### config.mk
export PLATFORM = sky130hd
export DESIGN_NAME = vco_cal_seq
export DESIGN_NICKNAME = d
export VERILOG_FILES = /design/src/rtl/vco_cal_pkg.sv /design/src/rtl/vco_cal_edge.sv /design/src/rtl/vco_cal_divplan.sv /design/src/rtl/vco_cal_counter.sv /design/src/rtl/vco_cal_seq.sv
export SDC_FILE = /design/constraint.sdc
export NUM_CORES = 1
export LEC_CHECK = 0
export ABC_AREA = 1
export BUFFER_PORTS_ARGS = -buffer_cell sky130_fd_sc_hd__buf_4
export CAP_MARGIN = 20
export CORE_UTILIZATION = 35
export DETAILED_ROUTE_END_ITERATION = 6
export HOLD_SLACK_MARGIN = 0.1
export PLACE_DENSITY_LB_ADDON = 0.3
export RECOVER_POWER = 50
export SYNTH_ARGS = -nofsm -noshare
export SYNTH_HDL_FRONTEND = slang
export SYNTH_HIERARCHICAL = 1
export SYNTH_SLANG_ARGS = --single-unit
export TNS_END_PERCENT = 5
### constraint.sdc
create_clock -name clk -period 2.7 [get_ports clk]
set_input_delay 0.135 -clock clk [delete_from_list [all_inputs] [get_ports clk]]
set_output_delay 0.135 -clock clk [all_outputs]
set_load 0.02 [all_outputs]
### src/rtl/vco_cal_pkg.sv
package vco_cal_pkg;
  typedef enum logic [2:0] {
    ST_IDLE    = 3'd0,
    ST_SETUP   = 3'd1,
    ST_CAL     = 3'd2,
    ST_RESTORE = 3'd3,
    ST_SYNC    = 3'd4,
    ST_LOCK    = 3'd5
  } cal_state_e;
endpackage

### src/rtl/vco_cal_edge.sv
module vco_cal_edge (
  input  logic clk,
  input  logic level_in,
  output logic rise
);
  logic level_q;
  // Follows the input through reset as well, so a level held across reset is not an edge.
  always_ff @(posedge clk) level_q <= level_in;
  assign rise = level_in & ~level_q;
endmodule

### src/rtl/vco_cal_divplan.sv
module vco_cal_divplan #(
  parameter int N2_W    = 8,
  parameter int M1_W    = 3,
  parameter int DIV_W   = N2_W + M1_W + 1,
  parameter int MIN_DIV = 16
) (
  input  logic [N2_W-1:0]  n2,
  input  logic [M1_W-1:0]  m1,
  input  logic             dbl_cfg,
  output logic [DIV_W-1:0] div,
  output logic             bypass
);
  logic [DIV_W-1:0] prod;
  assign prod   = DIV_W'(n2) * DIV_W'(m1);
  assign bypass = dbl_cfg && (prod < DIV_W'(MIN_DIV));
  assign div    = bypass ? (prod << 1) : prod;
endmodule

### src/rtl/vco_cal_counter.sv
module vco_cal_counter #(
  parameter int W = 20
) (
  input  logic         clk,
  input  logic         rst,
  input  logic         load,
  input  logic [W-1:0] load_val,
  input  logic         dec,
  output logic         is_zero
);
  logic [W-1:0] cnt;
  always_ff @(posedge clk) begin
    if (rst)                     cnt <= '0;
    else if (load)               cnt <= load_val;
    else if (dec && cnt != '0)   cnt <= cnt - 1'b1;
  end
  assign is_zero = (cnt == '0);
endmodule

### src/rtl/vco_cal_seq.sv
module vco_cal_seq
  import vco_cal_pkg::*;
#(
  parameter int N2_W      = 8,
  parameter int M1_W      = 3,
  parameter int CAL_TICKS = 400000,
  parameter int LOCK_W    = 20,
  parameter int MIN_DIV   = 16,
  localparam int DIV_W    = N2_W + M1_W + 1,
  localparam int CAL_W    = (CAL_TICKS > 1) ? $clog2(CAL_TICKS) : 1,
  localparam int CNT_W    = (CAL_W > LOCK_W) ? CAL_W : LOCK_W
) (
  input  logic              clk,
  input  logic              rst,
  input  logic              cal_req,
  input  logic [N2_W-1:0]   n2_div,
  input  logic [M1_W-1:0]   m1_div,
  input  logic              dbl_en_cfg,
  input  logic              pfd_tick,
  input  logic [LOCK_W-1:0] lock_wait_cfg,
  output logic [DIV_W-1:0]  cal_div,
  output logic              dbl_en,
  output logic              cal_busy,
  output logic              sync_pulse,
  output logic              hold_sync,
  output logic              cal_done
);
  cal_state_e state;
  logic start;
  logic [N2_W-1:0] n2_lat;
  logic [M1_W-1:0] m1_lat;
  logic dbl_lat;
  logic [DIV_W-1:0] plan_div;
  logic plan_bypass;
  logic cnt_load, cnt_dec, cnt_zero;
  logic [CNT_W-1:0] cnt_val;

  vco_cal_edge u_edge (.clk(clk), .level_in(cal_req), .rise(start));

  vco_cal_divplan #(.N2_W(N2_W), .M1_W(M1_W), .DIV_W(DIV_W), .MIN_DIV(MIN_DIV)) u_plan (
    .n2(n2_lat), .m1(m1_lat), .dbl_cfg(dbl_lat), .div(plan_div), .bypass(plan_bypass)
  );

  // One counter serves both the calibration and the lock-wait phase.
  assign cnt_load = (state == ST_SETUP) || (state == ST_RESTORE);
  assign cnt_val  = (state == ST_SETUP) ? CNT_W'(CAL_TICKS - 1) : CNT_W'(lock_wait_cfg);
  assign cnt_dec  = pfd_tick && ((state == ST_CAL) || (state == ST_LOCK));

  vco_cal_counter #(.W(CNT_W)) u_cnt (
    .clk(clk), .rst(rst), .load(cnt_load), .load_val(cnt_val), .dec(cnt_dec), .is_zero(cnt_zero)
  );

  always_ff @(posedge clk) begin
    if (rst) begin
      state      <= ST_IDLE;
      n2_lat     <= '0;
      m1_lat     <= '0;
      dbl_lat    <= 1'b0;
      cal_div    <= '0;
      dbl_en     <= 1'b0;
      cal_busy   <= 1'b0;
      sync_pulse <= 1'b0;
      hold_sync  <= 1'b1;
      cal_done   <= 1'b0;
    end else begin
      sync_pulse <= 1'b0;
      cal_done   <= 1'b0;
      unique case (state)
        ST_IDLE: begin
          dbl_en <= dbl_en_cfg;
          if (start) begin
            n2_lat   <= n2_div;
            m1_lat   <= m1_div;
            dbl_lat  <= dbl_en_cfg;
            cal_busy <= 1'b1;
            state    <= ST_SETUP;
          end
        end
        ST_SETUP: begin
          cal_div <= plan_div;
          dbl_en  <= dbl_lat & ~plan_bypass;
          state   <= ST_CAL;
        end
        ST_CAL: begin
          if (pfd_tick && cnt_zero) state <= ST_RESTORE;
        end
        ST_RESTORE: begin
          dbl_en     <= dbl_lat;
          sync_pulse <= 1'b1;
          hold_sync  <= 1'b0;
          state      <= ST_SYNC;
        end
        ST_SYNC: begin
          state <= ST_LOCK;
        end
        ST_LOCK: begin
          if (cnt_zero) begin
            cal_busy <= 1'b0;
            cal_done <= 1'b1;
            state    <= ST_IDLE;
          end
        end
        default: state <= ST_IDLE;
      endcase
    end
  end
endmodule

==> run_results.csv, run 1 <==
group,metric,value,unit
layout,final_util,0.435,
global_routing,grt_pass1_vias,3592,
floorplan,num_io_pins,53,
global_routing,grt_antenna_before_repair,0,
cts,cts-root-buf,"clkbuf_16",
timing,tightest_slew,0.610,ns
route,first_pass_iters,6,
cts,numCtsBuffers,5,
logic_synthesis,synthesis.instances,610,
critical_path,required,2.93,ns
power_and_ir_drop,leakage,2.45,nW
critical_path,cp-end-kind,"register",
critical_path,crit_buf_inv,3,
cts,numClockSinks,53,
route,vias,3852,
layout,diodes,0,
critical_path,cp_cell_sequence,"nand2_2, inv_2, fa_1, ha_2, inv_2, fa_2, inv_2, nand2_2, a21oi_2, nand3_1, nor2_2, nand2_2, nor2_4, nand3_1, nand2_1, nand3_1, a21oi_2",
worst_hold_path,worstHoldPathCells,3,
placement,gp_congestion,0.822,
worst_hold_path,hp-class,"in -> reg",
logic_synthesis,synth_edf_count,0,
floorplan,row_count,39,
floorplan,start_util,0.358,
route,highest_layer,"met4",
timing,timing.fmax,0.363,GHz
timing,period_needed,2.76,ns
logic_synthesis,yosysUniqueCellTypes,42,
power_and_ir_drop,ir_drop,0.436,mV
route,routed_wl,9770,um
logic_synthesis,synth_top_area_share,0.261,
logic_synthesis,yosys_warnings,6,
critical_path,path_depth,17,
layout,fill_cells,1223,
route,vias_per_cell,4.67,
timing,setup_viol,6,
logic_synthesis,ys_seq_elements,53,
timing,relSlewSlack,0.593,
timing,hold_violations,0,
logic_synthesis,synthArstFlopShare,0,
run,drv_cap,0,
critical_path,cp_top_family,"adder cells",
route,wl_met3,297,um
logic_synthesis,netlist_area,4070,sq um
critical_path,start_kind,"register",
placement,portBuffers,52,
cts,cts_tree,"built",
placement,dp_hpwl,7190,um
floorplan,coreArea,11400,sq um
critical_path,r2r_cells,17,
route,met1_length,4500,um
critical_path,cp_slowest_stage_delay,0.53,ns
timing,timing.final.crit_share,1.02,
timing,setup_slack,-0.0580,ns
logic_synthesis,seq_area_frac_synth,0.261,
timing,rsz0062_at_grt,"yes",
global_routing,grt_max_degree,48,
cts,clk_latency,0.30,ns
timing,clock-skew-final,0.0102,ns
floorplan,die_area,12100,sq um
power_and_ir_drop,power.total,4.38,mW
critical_path,critPathArrivalTime,2.99,ns
status,violations,"DRC, setup timing",
route,remaining_drc_errors,1,
logic_synthesis,yosys-top-cells-area,"dfxtp_1 26%, nand2_1 16%, nand3_1 7.5%",
route,drt_iter0_markers,179,
status,status,"finished, violations left",
route,wl_per_cell,11.9,um
timing,fin_tns_setup,-0.218,ns
route,postRouteAntennaNets,0,
logic_synthesis,yosys.area.top_type,"dfxtp_1",
layout,area_growth,21.5,%
cts,clk_pin_slew,0.07,ns
cts,htreeDepth,2,
logic_synthesis,ys.flop_type,"dfxtp_1",
layout,drive_above_1_share,0.272,
critical_path,critPathKind,"reg -> reg",
global_routing,grt_use_total,0.169,
floorplan,die_h,110,um
critical_path,cp_max_fo,7,
global_routing,grt.overflow.total,0,
critical_path,crit_path_top_delay_cell,"fa_1",
floorplan,die_w,110,um
logic_synthesis,synth.avg_cell_area,6.67,sq um
power_and_ir_drop,power.density,886,nW/um^2
route,dr_wl_met2,4910,um
timing,finalMaxSlewViolations,0,
logic_synthesis,syn_nets,665,
layout,fin_nets,736,
global_routing,grt_pass1_wl,16300,um
cts,cts_buffer_depth,2,
synth_stat cells, types with 2 or more instances:
master,number
nand2_8,2
ha_1,12
nand2_2,25
nand2_4,5
a21oi_1,32
nor2_4,6
nand3_1,61
xor2_1,7
nand4_1,3
a21oi_2,14
mux2i_1,2
inv_1,78
inv_4,2
buf_2,2
inv_2,5
nor2_2,10
dfxtp_1,53
fa_1,7
o21ai_1,5
nand3_2,6
xnor2_1,2
nand2_1,177
nor2_1,57
buf_6,5
o21ai_0,5
nor2_8,2
clkbuf_1,10
cell type report:
cell class / count / area [sq um] / area share
multi-input combinational: 450 / 2630 / 0.531
sequential: 53 / 1070 / 0.217
timing repair buffer: 85 / 579 / 0.117
inverter: 86 / 340 / 0.0688
tap: 143 / 179 / 0.0362
clock buffer: 6 / 139 / 0.0281
clock inverter: 1 / 7.51 / 0.00152
flip-flops by register name, indices dropped and copies added, names as in the netlist:
signal and cells:
u_cnt/cnt 20, hold_sync 1, cal_done 1, state 3, cal_busy 1, u_edge/level_q 1
dbl_lat 1, sync_pulse 1, m1_lat 3, cal_div 12, dbl_en 1, n2_lat 8
where the power goes:
group          switching, mW  total (mW)  internal [mW]  leakage, nW
combinational           1.66        2.57          0.915         1.94
clock                  0.303       0.668          0.365       0.0690
sequential             0.204        1.14          0.937        0.434
total                   2.16        4.38           2.22         2.45
layout by cell type, fill, tap and decap left out, types with 2 or more instances in the layout:
master and instances:
ha_1 8, nand3_1 60, nand2_8 2, buf_4 65
nand3_2 5, inv_2 11, clkbuf_16 5, nand3_4 3
inv_4 2, inv_1 72, dlygate4sd3_1 2, xnor2_1 2
o21ai_1 5, dfxtp_4 3, a21oi_1 28, ha_4 2
nor2_2 10, nor2_4 6, mux2i_1 2, clkbuf_1 17
ha_2 2, nor2_1 57, o21ai_0 5, nand2_4 8
dfxtp_1 49, fa_1 5, fa_2 2, nor2_8 2
nand4_1 3, xor2_1 7, nand2_2 32, nand2_1 167
a21oi_2 17
final timing paths:
kind	start	to	slack (ns)
worst max-delay path	m1_lat[2]	cal_div[4]	-0.06
worst min-delay path	n2_div[5]	n2_lat[5]	0.11
worst max register to register	m1_lat[2]	cal_div[4]	-0.06
worst min register to register	cal_div[10]	cal_div[10]	0.46
through the flow:
stage          std cells  hold slack (ns)  setup WS, ns  area (sq um)
3_5_place_dp         808            0.250        -0.162          4660
6_report             824            0.109       -0.0580          4940
5_1_grt              824            0.115        -0.227          4940
4_1_cts              822            0.104       -0.0848          4900
2_1_floorplan        610            0.163       -0.0118          4090
3_3_place_gp         808            0.249       -0.0657          4660
cell families after synthesis:
group / share of synthesized area
flip-flops: 0.261
adder cells (fa/ha/maj): 0.0713
buffers and inverters: 0.123
AO/OA/AOI/OAI: 0.0889
XOR/XNOR: 0.0261
other: 0.000922
multiplexers: 0.00492
AND/OR/NAND/NOR: 0.424
worst reg2reg max path, delay by kind of cell, from the launching register on:
kind | cells | cell delay [ns]
fa+ha+maj | 3 | 1.05
flops | 1 | 0.37
buf+inv | 3 | 0.18
compound gates | 2 | 0.29
simple gates | 9 | 0.82
routing by layer:
metal / global-route usage / vias to the layer above
li1: - / 2033
met1: 0.219 / 1755
met2: 0.292 / 57
met3: 0.0196 / 7
met4: 0.0533 / 0
met5: 0 / -
what timing repair did:
action	4_1_cts	5_1_grt
endpoints found under the setup margin	6	7
endpoints found under the hold margin	2	0
gates cloned	0	0
pin swaps	9	22
hold buffers	2	0
gates resized for setup	15	23
buffers inserted	5	2
No activity file was read; power rests on OpenSTA's default activity.
==> inputs of run 2 (changes only) <==
- CTS_BUF_LIST: unset -> sky130_fd_sc_hd__clkbuf_8
==> run 2 against run 1 <==
Net effect:
- the run still ends with DRC, setup timing left
- sequential power about the same
- first-iteration DRC count rose by 17%
- hold slack worse by 0.0020 ns
==> run_results.csv, run 2 (same netlist as run 1, synthesis figures left out) <==
group,metric,value,unit
status,status,"finished, violations left",
status,violations,"DRC, setup timing",
floorplan,die_h,110,um
critical_path,cp-end-kind,"register",
cts,cts-root-buf,"clkbuf_8",
route,routed_wl,9750,um
timing,tightest_slew,0.619,ns
global_routing,grt_pass1_vias,3627,
cts,numClockSinks,53,
layout,fill_cells,1240,
critical_path,startpoint,"m1_lat[2]",
power_and_ir_drop,p_clk_frac,0.115,
placement,placement.cell_area,4660,sq um
global_routing,grt.overflow.total,0,
cts,cts_buffer_depth,2,
worst_hold_path,hold_path_startpoint,"n2_div[7]",
placement,dpl_worst_slack,-0.162,ns
layout,drive_above_1_share,0.255,
route,vias,3910,
layout,stdcell_count,829,
power_and_ir_drop,pwr-share-comb,0.614,
placement,dp_hpwl,7190,um
layout,largest_reg_flops,20,
placement,gp_congestion,0.822,
timing,clock-skew-final,0.0154,ns
timing,period_needed,2.74,ns
critical_path,path_depth,17,
floorplan,num_io_pins,53,
timing,setup_viol,6,
timing,setup_slack,-0.0448,ns
critical_path,r2r_cells,17,
timing,hold_slack,0.107,ns
critical_path,start_kind,"register",
timing,hold_violations,0,
layout,final_util,0.430,
floorplan,die_area,12100,sq um
floorplan,coreArea,11400,sq um
critical_path,crit_path_top_delay_cell,"fa_1",
power_and_ir_drop,internal-power,2.06,mW
critical_path,r2r-start,"m1_lat[2]",
cts,numCtsBuffers,5,
layout,top_register,"u_cnt/cnt",
floorplan,start_util,0.358,
timing,timing.fmax,0.364,GHz
global_routing,grt_max_degree,48,
timing,fin_tns_setup,-0.165,ns
cts,clk_latency,0.32,ns
critical_path,critPathArrivalTime,2.99,ns
layout,reg_top3,"u_cnt/cnt (20), cal_div (12), n2_lat (8)",
placement,portBuffers,52,
route,wl_per_cell,11.8,um
layout,fin_nets,741,
floorplan,die_w,110,um
power_and_ir_drop,power.density,858,nW/um^2
layout,area_growth,20.3,%
timing,rsz0062_at_grt,"yes",
power_and_ir_drop,leakage,2.41,nW
cts,clk_pin_slew,0.10,ns
route,drt_iter0_markers,209,
cts,cts_tree,"built",
worst_hold_path,hp-class,"in -> reg",
route,first_pass_iters,7,
power_and_ir_drop,ir_drop,0.435,mV
placement,dpl.cell_count,808,
critical_path,required,2.94,ns
route,vias_per_cell,4.72,
power_and_ir_drop,power.switching,2.14,mW
floorplan,row_count,39,
global_routing,grt_pass1_wl,16400,um
run,drv_cap,0,
global_routing,grt_use_total,0.170,
layout,diodes,0,
global_routing,grt_antenna_before_repair,0,
critical_path,crit_buf_inv,4,
critical_path,cp_top_family,"adder cells",
cts,htreeDepth,2,
timing,relSlewSlack,0.587,
critical_path,cp_cell_sequence,"nand2_2, inv_2, fa_1, ha_2, inv_2, fa_2, inv_2, nand3_4, nand2_4, nand2_2, nand2_4, xnor2_4, buf_4, nand3_1, nand2_1, nand3_1, a21oi_1",
critical_path,cp_slowest_stage_delay,0.53,ns
route,remaining_drc_errors,1,
layout,final_cell_mix,"171 x nand2_1, 73 x inv_1, 63 x buf_4",
critical_path,critPathKind,"reg -> reg",
layout,layout_commonest_cell,"nand2_1",
timing,finalMaxSlewViolations,0,
route,postRouteAntennaNets,0,
power_and_ir_drop,power.total,4.20,mW
critical_path,cpMostUsedCell,"inv_2",
critical_path,cp_max_fo,7,
timing,timing.final.crit_share,1.02,
layout,design_area,4890,sq um
power_and_ir_drop,sw_frac_of_total,0.509,
power_and_ir_drop,seqPwrFrac,0.271,
worst_hold_path,worstHoldPathCells,3,
==> run 2: path summary, 6_finish.rpt <==
check | to | slack (ns)
worst min register to register | cal_div[10] | 0.47
worst max-delay path | cal_div[4] | -0.04
worst max register to register | cal_div[4] | -0.04
worst min-delay path | n2_lat[7] | 0.11
==> run 2: timing repair <==
action                                  CTS  global route
hold buffers                              9             0
gates resized for setup                  15            12
buffers inserted                          5             0
endpoints found under the setup margin    6             7
pin swaps                                13            11
endpoints found under the hold margin     9             0
cloned                                    0             0
==> run 2: cell type report <==
class,count,area [sq um],area share
Clock buffer,6,82.6,0.0169
Inverter,86,340,0.0695
Timing Repair Buffer,90,634,0.130
Clock inverter,1,7.51,0.00153
Sequential cell,53,1070,0.220
Tap cell,143,179,0.0366
Multi-Input combinational cell,450,2570,0.526
==> run 2: routing by layer <==
layer  global-route usage  part of all wire  up-vias
met1                0.220              0.47     1811
met4               0.0448            0.0043        0
met5                    0                 0        -
met2                0.297              0.51       47
li1                     -                 -     2048
met3               0.0196             0.022        4
==> run 2: power groups by stage <==
| stage | registers (mW) | logic, mW | clock network, mW |
|---|---|---|---|
| after global placement | 1.15 | 2.53 | 0 |
| after floorplan | 1.12 | 2.20 | 0 |
| after global routing | 1.17 | 2.91 | 0.530 |
| after detailed placement | 1.16 | 2.56 | 0 |
| final | 1.14 | 2.58 | 0.483 |
| after CTS | 1.14 | 2.59 | 0.504 |
==> run 2: tightest hold or removal path, cell delays in order <==
cell and delay [ns]:
buf_4 0.11, nand3_1 0.07, a21oi_1 0.06
==> inputs of run 3 (changes only) <==
- CORE_ASPECT_RATIO: unset -> 1.2
- GPL_ROUTABILITY_DRIVEN: unset -> 0
==> run 3 against run 2 <==
Net effect:
- the run ends with setup timing left
- register-to-register slack got worse by 0.08 ns
- critical path depth unchanged
- sequential power about the same
- sequential share of layout area is essentially flat
- maximum frequency down 2.8%
- non-clock buffer count decreased by 1
- die area hardly changed
- global-route usage shrank 0.20 points
- critical path type unchanged
- highest routed layer unchanged
==> run_results.csv, run 3 (same netlist as run 1, synthesis figures left out) <==
group,metric,value,unit
status,status,"finished, violations left",
status,violations,"setup timing",
timing,tightest_slew,0.911,ns
route,vias_per_cell,4.66,
critical_path,required,2.87,ns
cts,clk_pin_slew,0.09,ns
power_and_ir_drop,power.density,877,nW/um^2
placement,dp_hpwl,7210,um
run,drv_cap,0,
layout,stdcell_count,840,
layout,largest_reg_flops,20,
floorplan,die_w,100,um
cts,numCtsBuffers,5,
critical_path,crit_path_top_delay_cell,"fa_1",
route,remaining_drc_errors,0,
placement,dpl.cell_count,818,
timing,period_needed,2.82,ns
critical_path,cp-end-kind,"register",
floorplan,die_h,120,um
route,vias,3915,
layout,final_util,0.437,
layout,multi_input_area,2540,sq um
layout,final_cell_mix,"174 x nand2_1, 75 x inv_1, 64 x buf_4",
cts,cts_buffer_depth,2,
layout,layout_commonest_cell,"nand2_1",
global_routing,grt_max_degree,48,
placement,placement.cell_area,4670,sq um
power_and_ir_drop,pwr-share-comb,0.604,
global_routing,use_met1,0.189,
route,drt_iter0_markers,150,
route,routed_wl,9760,um
cts,cts-root-buf,"clkbuf_8",
critical_path,cp_max_fo,6,
global_routing,grt.overflow.total,0,
layout,seqCellArea,1070,sq um
worst_hold_path,hold_path_startpoint,"m1_div[0]",
placement,portBuffers,52,
cts,htreeDepth,2,
timing,finalMaxSlewViolations,0,
global_routing,grt_use_total,0.168,
timing,clock-skew-final,0.0151,ns
layout,fin_nets,740,
timing,setup_slack,-0.124,ns
cts,numClockSinks,53,
global_routing,grt_pass1_vias,3765,
floorplan,row_count,42,
timing,setup_viol,6,
floorplan,coreArea,11200,sq um
floorplan,start_util,0.364,
power_and_ir_drop,power.switching,2.13,mW
worst_hold_path,hold_path_end,"m1_lat[0]",
layout,design_area,4890,sq um
cts,cts_tree,"built",
timing,timing.fmax,0.354,GHz
critical_path,r2r-end,"cal_div[1]",
floorplan,num_io_pins,53,
critical_path,critPathArrivalTime,3.00,ns
critical_path,cp_slowest_stage_delay,0.53,ns
power_and_ir_drop,leakage,2.42,nW
global_routing,busiest_layer,"met2",
layout,area_growth,20.1,%
route,wl_per_cell,11.6,um
critical_path,critPathKind,"reg -> reg",
critical_path,cpMostUsedCell,"nand2_1",
critical_path,r2r_cells,17,
layout,reg_top3,"u_cnt/cnt (20), cal_div (12), n2_lat (8)",
power_and_ir_drop,ir_drop,0.846,mV
global_routing,grt_antenna_before_repair,0,
route,postRouteAntennaNets,0,
layout,top_register,"u_cnt/cnt",
timing,fin_tns_setup,-0.580,ns
placement,dpl_worst_slack,-0.136,ns
timing,hold_violations,0,
global_routing,use_met2,0.321,
layout,drive_above_1_share,0.246,
layout,fill_cells,1219,
critical_path,r2r-start,"n2_lat[2]",
power_and_ir_drop,sw_frac_of_total,0.497,
layout,diodes,0,
route,first_pass_iters,4,
timing,timing.final.crit_share,1.05,
cts,clk_latency,0.31,ns
critical_path,rrSetupSlack,-0.12,ns
global_routing,grt_pass1_wl,16500,um
critical_path,start_kind,"register",
global_routing,grt_util_met3,0.0198,
worst_hold_path,worstHoldPathCells,3,
worst_hold_path,hp-class,"in -> reg",
critical_path,cp_cell_sequence,"buf_4, nand2_1, fa_1, inv_1, ha_2, nand3_2, nand3_2, nand2_1, nand2_1, nand3_1, nor2_1, nand3_2, buf_4, nand2_1, nand2_1, nand3_1, a21oi_1",
power_and_ir_drop,internal-power,2.16,mW
power_and_ir_drop,seqPwrFrac,0.265,
timing,relSlewSlack,0.390,
floorplan,die_area,12100,sq um
timing,rsz0062_at_grt,"yes",
power_and_ir_drop,p_clk_frac,0.132,
## run 3: cell types whose count changed in the layout (fill, tap and decap cells not counted), sizes merged
cell         before  now
buf              63   64
dlygate4sd3       9    7
clkinvlp          1    0
inv              85   86
bufinv            0    1
## run 3: cell type report
| class | count | share of cell area |
|---|---|---|
| multi-input combinational | 450 | 0.520 |
| sequential | 53 | 0.220 |
| timing repair buffer | 89 | 0.127 |
| inverter | 86 | 0.0696 |
| tap | 154 | 0.0394 |
| clock buffer | 6 | 0.0169 |
| clock inverter | 2 | 0.00691 |
## run 3: power groups by stage
stage	combinational, mW	sequential, mW	clock [mW]
after floorplan	2.20	1.12	0
after global placement	2.54	1.15	0
after detailed placement	2.58	1.15	0
after CTS	2.60	1.14	0.586
after global routing	2.97	1.17	0.605
final	2.59	1.14	0.564
## run 3: worst max path at each step
stage,start,to,cells past startpoint
after floorplan,m1_lat[2],dbl_en,20
after global placement,m1_lat[1],dbl_en,16
after detailed placement,m1_lat[1],dbl_en,18
after CTS,m1_lat[2],dbl_en,20
after global routing,n2_lat[2],dbl_en,18
final,n2_lat[2],cal_div[1],17
## run 3: metrics by stage
stage	hold WS (ns)	total power, mW
after CTS	0.101	4.33
after global routing	0.109	4.74
final	0.0996	4.29
after global placement	0.249	3.69
after detailed placement	0.251	3.74
after floorplan	0.163	3.31
## run 3: per-layer routing
layer  share of wire  vias to the layer above
met4           0.018                        0
met5               0                        -
li1                -                     2035
met1            0.42                     1809
met2            0.54                       59
met3           0.025                       12
## run 3: critical path, delay by kind of cell, from the launching register on
family,cells,cell delay [ns]
buf+inv,3,0.34
flops,1,0.36
simple gates,11,0.99
fa+ha+maj,2,0.94
compound gates,1,0.06
## run 3: timing repair
action / in CTS / in global routing
setup buffers: 0 / 7
resized for setup: 3 / 18
endpoints found under the setup margin: 6 / 7
pin swaps: 0 / 11
hold buffers: 7 / 0
endpoints found under the hold margin: 7 / 0
